==> config.mk <==
export PLATFORM = sky130hd
export DESIGN_NAME = lpcc_top
export DESIGN_NICKNAME = d
export VERILOG_FILES = /design/src/rtl/lpcc_pkg.sv /design/src/rtl/lpcc_div2.sv /design/src/rtl/lpcc_mode.sv /design/src/rtl/lpcc_settle.sv /design/src/rtl/lpcc_top.sv
export SDC_FILE = /design/constraint.sdc
export NUM_CORES = 1
export LEC_CHECK = 0
export BUFFER_PORTS_ARGS = -buffer_cell sky130_fd_sc_hd__buf_2
export CELL_PAD_IN_SITES_DETAIL_PLACEMENT = 1
export CELL_PAD_IN_SITES_GLOBAL_PLACEMENT = 2
export CORE_MARGIN = 2
export CORE_UTILIZATION = 29
export CTS_BUF_LIST = sky130_fd_sc_hd__clkbuf_8 sky130_fd_sc_hd__clkbuf_16
export DETAILED_ROUTE_END_ITERATION = 10
export PLACE_DENSITY_LB_ADDON = 0.15
export SLEW_MARGIN = 20
export SYNTH_ARGS = -nofsm -noshare
export SYNTH_HDL_FRONTEND = slang
export SYNTH_SLANG_ARGS = --single-unit
==> constraint.sdc <==
create_clock -name osc_clk -period 2.7 [get_ports osc_clk]
set_clock_uncertainty 0.15 [all_clocks]
set_input_delay 0.135 -clock osc_clk [delete_from_list [all_inputs] [get_ports osc_clk]]
set_output_delay 0.135 -clock osc_clk [all_outputs]
set_load 0.03 [all_outputs]
==> src/rtl/lpcc_pkg.sv <==
package lpcc_pkg;

   localparam int unsigned NUM_DOM = 5;

   typedef enum logic [2:0] {
      DOM_CPU = 3'd0,
      DOM_TMR = 3'd1,
      DOM_SER = 3'd2,
      DOM_IRQ = 3'd3,
      DOM_ANP = 3'd4
   } dom_e;

   // domains whose enable keeps pulsing during idle
   localparam logic [NUM_DOM-1:0] IDLE_KEEP = 5'b01110;

   typedef struct packed {
      logic pdown;
      logic idle;
   } pwr_ctl_t;

endpackage

==> src/rtl/lpcc_div2.sv <==
module lpcc_div2 (
   input  logic osc_clk,
   input  logic rst_n,
   input  logic run,
   output logic tick
);

   logic phase_q;

   always_ff @(posedge osc_clk or negedge rst_n) begin
      if (!rst_n)
         phase_q <= 1'b0;
      else if (run)
         phase_q <= ~phase_q;
   end

   assign tick = phase_q;

   assert_div_toggle_R1: assert property (@(posedge osc_clk) disable iff (!rst_n)
      run |=> (phase_q != $past(phase_q)));

   assert_div_frozen_R7: assert property (@(posedge osc_clk) disable iff (!rst_n)
      !run |=> $stable(phase_q));

endmodule

==> src/rtl/lpcc_mode.sv <==
module lpcc_mode
   import lpcc_pkg::*;
(
   input  logic     osc_clk,
   input  logic     rst_n,
   input  logic     tick,
   input  logic     wr_en,
   input  pwr_ctl_t wr_ctl,
   input  logic     wake,
   output pwr_ctl_t ctl_q
);

   always_ff @(posedge osc_clk or negedge rst_n) begin
      if (!rst_n) begin
         ctl_q <= '0;
      end else if (tick) begin
         if (ctl_q.pdown) begin
            ctl_q <= ctl_q;
         end else if (ctl_q.idle) begin
            if (wake)
               ctl_q.idle <= 1'b0;
         end else if (wr_en) begin
            if (wr_ctl.pdown) begin
               ctl_q.pdown <= 1'b1;
               ctl_q.idle  <= 1'b0;
            end else begin
               ctl_q.idle  <= wr_ctl.idle;
            end
         end
      end
   end

   assert_pd_sticky_R8: assert property (@(posedge osc_clk) disable iff (!rst_n)
      ctl_q.pdown |=> ctl_q.pdown);

   assert_pd_excl_R9: assert property (@(posedge osc_clk) disable iff (!rst_n)
      ctl_q.pdown |-> !ctl_q.idle);

   assert_wake_R5: assert property (@(posedge osc_clk) disable iff (!rst_n)
      (ctl_q.idle && tick && wake) |=> !ctl_q.idle);

   assert_idle_wr_R6: assert property (@(posedge osc_clk) disable iff (!rst_n)
      (ctl_q.idle && !wake) |=> ctl_q.idle);

endmodule

==> src/rtl/lpcc_settle.sv <==
module lpcc_settle #(
   parameter int unsigned SETTLE_TICKS = 16
) (
   input  logic osc_clk,
   input  logic rst_n,
   input  logic tick,
   input  logic hold,
   output logic ready
);

   localparam int unsigned CW = (SETTLE_TICKS > 0) ? $clog2(SETTLE_TICKS + 1) : 1;
   localparam logic [CW-1:0] LOAD = CW'(SETTLE_TICKS);

   if (SETTLE_TICKS > 32'h00FF_FFFF) begin : g_chk
      $error("lpcc_settle: SETTLE_TICKS too large");
   end

   if (SETTLE_TICKS == 0) begin : g_none
      assign ready = rst_n & ~hold;
   end else begin : g_cnt
      logic [CW-1:0] cnt_q;
      always_ff @(posedge osc_clk or negedge rst_n) begin
         if (!rst_n)
            cnt_q <= LOAD;
         else if (hold)
            cnt_q <= LOAD;
         else if (tick && (cnt_q != '0))
            cnt_q <= cnt_q - CW'(1);
      end
      assign ready = (cnt_q == '0) & ~hold;
   end

   assert_ready_hold_R10: assert property (@(posedge osc_clk) disable iff (!rst_n)
      hold |-> !ready);

   assert_ready_stay_R10: assert property (@(posedge osc_clk) disable iff (!rst_n)
      (ready && !hold) |=> (ready || hold));

endmodule

==> src/rtl/lpcc_top.sv <==
module lpcc_top
   import lpcc_pkg::*;
#(
   parameter int unsigned SETTLE_TICKS = 16
) (
   input  logic       osc_clk,
   input  logic       rst_n,
   input  logic       pcon_we,
   input  logic [1:0] pcon_wdata,
   input  logic       wake_irq,
   output logic [1:0] pcon_rdata,
   output logic       osc_en,
   output logic       cpu_ce,
   output logic       tmr_ce,
   output logic       ser_ce,
   output logic       irq_ce,
   output logic       anpwm_ce,
   output logic       adc_ready
);

   logic                tick;
   pwr_ctl_t            ctl;
   logic [NUM_DOM-1:0]  ce_vec;

   lpcc_div2 u_div (
      .osc_clk (osc_clk),
      .rst_n   (rst_n),
      .run     (~ctl.pdown),
      .tick    (tick)
   );

   lpcc_mode u_mode (
      .osc_clk (osc_clk),
      .rst_n   (rst_n),
      .tick    (tick),
      .wr_en   (pcon_we & cpu_ce),
      .wr_ctl  (pwr_ctl_t'(pcon_wdata)),
      .wake    (wake_irq),
      .ctl_q   (ctl)
   );

   lpcc_settle #(.SETTLE_TICKS(SETTLE_TICKS)) u_settle (
      .osc_clk (osc_clk),
      .rst_n   (rst_n),
      .tick    (tick),
      .hold    (ctl.idle | ctl.pdown),
      .ready   (adc_ready)
   );

   for (genvar d = 0; d < NUM_DOM; d++) begin : g_dom
      assign ce_vec[d] = tick & ~ctl.pdown & (~ctl.idle | IDLE_KEEP[d]);
   end

   assign cpu_ce     = ce_vec[DOM_CPU];
   assign tmr_ce     = ce_vec[DOM_TMR];
   assign ser_ce     = ce_vec[DOM_SER];
   assign irq_ce     = ce_vec[DOM_IRQ];
   assign anpwm_ce   = ce_vec[DOM_ANP];
   assign osc_en     = ~ctl.pdown;
   assign pcon_rdata = ctl;

   assert_idle_gate_R4: assert property (@(posedge osc_clk) disable iff (!rst_n)
      ctl.idle |-> (!cpu_ce && !anpwm_ce));

   assert_idle_keep_R4: assert property (@(posedge osc_clk) disable iff (!rst_n)
      (ctl.idle && tick) |-> (tmr_ce && ser_ce && irq_ce));

   assert_pd_quiet_R7: assert property (@(posedge osc_clk) disable iff (!rst_n)
      ctl.pdown |-> (!osc_en && $countones(ce_vec) == 0));

   assert_ce_spacing_R1: assert property (@(posedge osc_clk) disable iff (!rst_n)
      tmr_ce |=> !tmr_ce);

endmodule

==> results.yml <==
power:
  pwr-share-clk: 0.541
  p_per_area_mw_per_mm2: 476.5
  p_sw_frac: 0.2026
  p_int_uw: 223.9
  p_leak_nw: 0.2924
  p_total_uw: 280.8
  seq_power_share: 0.429
  p_switching_uw: 56.89
  peakVddDrop_mv: 0.2667
  combinationalPowerShare: 0.031
clock_tree:
  cts_buffer_depth: 2
  clk_latency_ps: 230
  path_clk_slew_ps: 50
  cts.sinks: 8
  numCtsBuffers: 3
  cts_tree: "yes"
  cts_root_buf: "clkbuf_8"
  ctsResizeCount: 0
  htree_levels: 1
die:
  num_rows: 14
  ios: 15
  die_h_um: 43.85
  fp.dieArea_mm2: 0.001922
  die_w_um: 43.85
  core_area_mm2: 0.001489
  start_util: 0.3092
routing:
  vias: 377
  postRouteAntennaNets: 0
  drc_errors: 0
  firstDrtPassIters: 4
  viasPerCell: 4.833
  drtIter0Drc: 6
  totalWireLength_mm: 1.064
  wire_per_inst_um: 13.64
worst_hold_path:
  min_path_cells: 3
  hold_class: "primary input to flop"
sta:
  timing.fmax_mhz: 480.6
  rsz0062_at_grt: "false"
  drv_slew: 0
  max_slew_margin: 0.7560
  whs_ps: 34.72
  setup_viol: 0
  hold_violations: 0
  period_share: 0.7707
  finalCriticalPeriod_ps: 2081
  tightest_slew_ps: 364.7
  finalSetupTns_ps: 0
critical_path:
  path_class: "flop to output pin"
  critical_path_buf_inv_count: 2
  cp_cell_sequence: "inv_1, ha_1, or4b_4, nor3_1, buf_2"
  slowest_stage: "or4b_4"
  critPathCaptureType: "output pin"
  required_ps: 2410
  path_depth: 5
  rr_worst_depth: 5
  crit_family: "simple AND/OR/NAND/NOR gates"
  r2r_setup_slack_ps: 760
  cp_max_fo: 4
  critPathLaunchType: "flop"
  cp.arrival_ps: 1800
  cpPeakStageDelay_ps: 490
run_status:
  status: "finished, final reports clean"
synth:
  syn_avg_cell_area_um2: 10.01
  syn_inst: 46
  synth_area_um2: 460.4
  yosysWarnings: 0
  synth_fp_nets: 53
  yosysSeqAreaShare: 0.4375
  synth.distinct_cells: 24
  synth_seq_cells: 8
grt:
  grt_pass1_wl_mm: 1.890
  track_usage: 0.1430
  grt_max_degree: 10
  first_global_vias: 405
  overflow: 0
  antenna_found_initial: 0
job:
  maxCapViolCount: 0
finish:
  final_common_cell: "buf_2"
  fin_nets: 70
  areaGrowthSynthToFinish_pct: 27.99
  fillers: 179
  drive_gt1_frac: 0.3387
  layout_common_cells: "14 x buf_2, 7 x nand2_1, 7 x dfrtp_1"
  antenna_cells: 0
  finalInstanceArea_um2: 589.3
placement:
  place.gp.congestion: 0.6526
  io_buffers: 14
  placed_cell_area_um2: 524.3
  dp_hpwl_um: 768.1
flip-flops by register name (all words and copies together), names as in the netlist:
| register | cells |
|---|---|
| u_settle.g_cnt.cnt_q | 5 |
| u_div.tick | 1 |
| u_mode.ctl_q | 2 |
layer usage:
metal  routed length [um]  track usage
met5                    0            0
met4                   12      0.05455
met3                   74      0.07500
met2                  481       0.2176
met1                  496       0.1701
path summary, 6_finish.rpt:
path / start / endpoint
hold reg to reg: u_settle.g_cnt.cnt_q[4] / u_settle.g_cnt.cnt_q[4]
min in group asynchronous: rst_n / u_div.tick
setup / recovery: u_settle.g_cnt.cnt_q[1] / adc_ready
max in group asynchronous: rst_n / u_settle.g_cnt.cnt_q[4]
hold / removal: pcon_wdata[1] / u_mode.ctl_q[1]
setup reg to reg: u_settle.g_cnt.cnt_q[1] / u_settle.g_cnt.cnt_q[1]
power groups by stage:
stage               Clock, mW  Combinational [mW]  Sequential [mW]
detailed placement          0             0.00675            0.122
global route            0.168             0.00997            0.120
global placement            0             0.00661            0.122
CTS                     0.160             0.00895            0.120
floorplan                   0            0.000300            0.122
finish                  0.152             0.00858            0.120
what timing repair did:
item,4_1_cts,5_1_grt
buffers inserted,0,0
endpoints found under the hold margin,9,0
hold buffers,2,0
per-stage QoR:
stage / setup slack [ps] / util / cells
6_report: 619.2 / 0.3958 / 78
5_1_grt: 485.7 / 0.3958 / 78
4_1_cts: 594.5 / 0.3958 / 78
3_5_place_dp: 750.0 / 0.3521 / 72
3_3_place_gp: 813.0 / 0.3521 / 72
2_1_floorplan: 645.1 / - / 46
cell usage after synthesis:
cell       number  share of area
xnor2_1         1          0.019
dfstp_2         1          0.057
o21ai_1         1          0.011
buf_4           3          0.049
nor2b_1         1          0.014
ha_1            1          0.027
nand3_1         1          0.011
nor3_1          2          0.022
and2_1          1          0.014
a2111oi_4       1          0.060
nand4b_1        1          0.019
nand2_1         7          0.057
clkbuf_1        1         0.0081
a21boi_0        1          0.016
nor2_1          2          0.016
nor4bb_1        1          0.022
inv_1           5          0.041
a31oi_1         1          0.014
or4b_4          1          0.030
or3_1           2          0.027
a41oi_1         1          0.019
and3_4          1          0.024
dfrtp_1         7           0.38
mux2i_1         2          0.043
area by class of cell:
cell class / instances / area, um^2 / area share
Multi-Input combinational cell: 29 / 214.0 / 0.3631
Sequential cell: 8 / 201.4 / 0.3418
Tap cell: 16 / 20.02 / 0.03397
Clock inverter: 1 / 3.754 / 0.006369
Inverter: 5 / 18.77 / 0.03185
Clock buffer: 3 / 41.29 / 0.07006
Timing Repair Buffer: 16 / 90.09 / 0.1529
cells by family (layout without fill, tap and decap cells):
family                   Yosys count  count (layout)  share of synthesized area
AO/OA/AOI/OAI                      5               5                     0.1196
flip-flops                         8               8                     0.4375
XOR/XNOR                           1               1                    0.01903
adder cells (fa/ha/maj)            1               1                    0.02717
buffers and inverters              9              25                    0.09782
AND/OR/NAND/NOR                   20              20                     0.2555
multiplexers                       2               2                    0.04348
tightest hold or removal path, cell delays in order:
cell	delay (ps)
buf_2	100
nand4b_1	90
nand2_1	50
No activity file was read; power rests on OpenSTA's default activity.
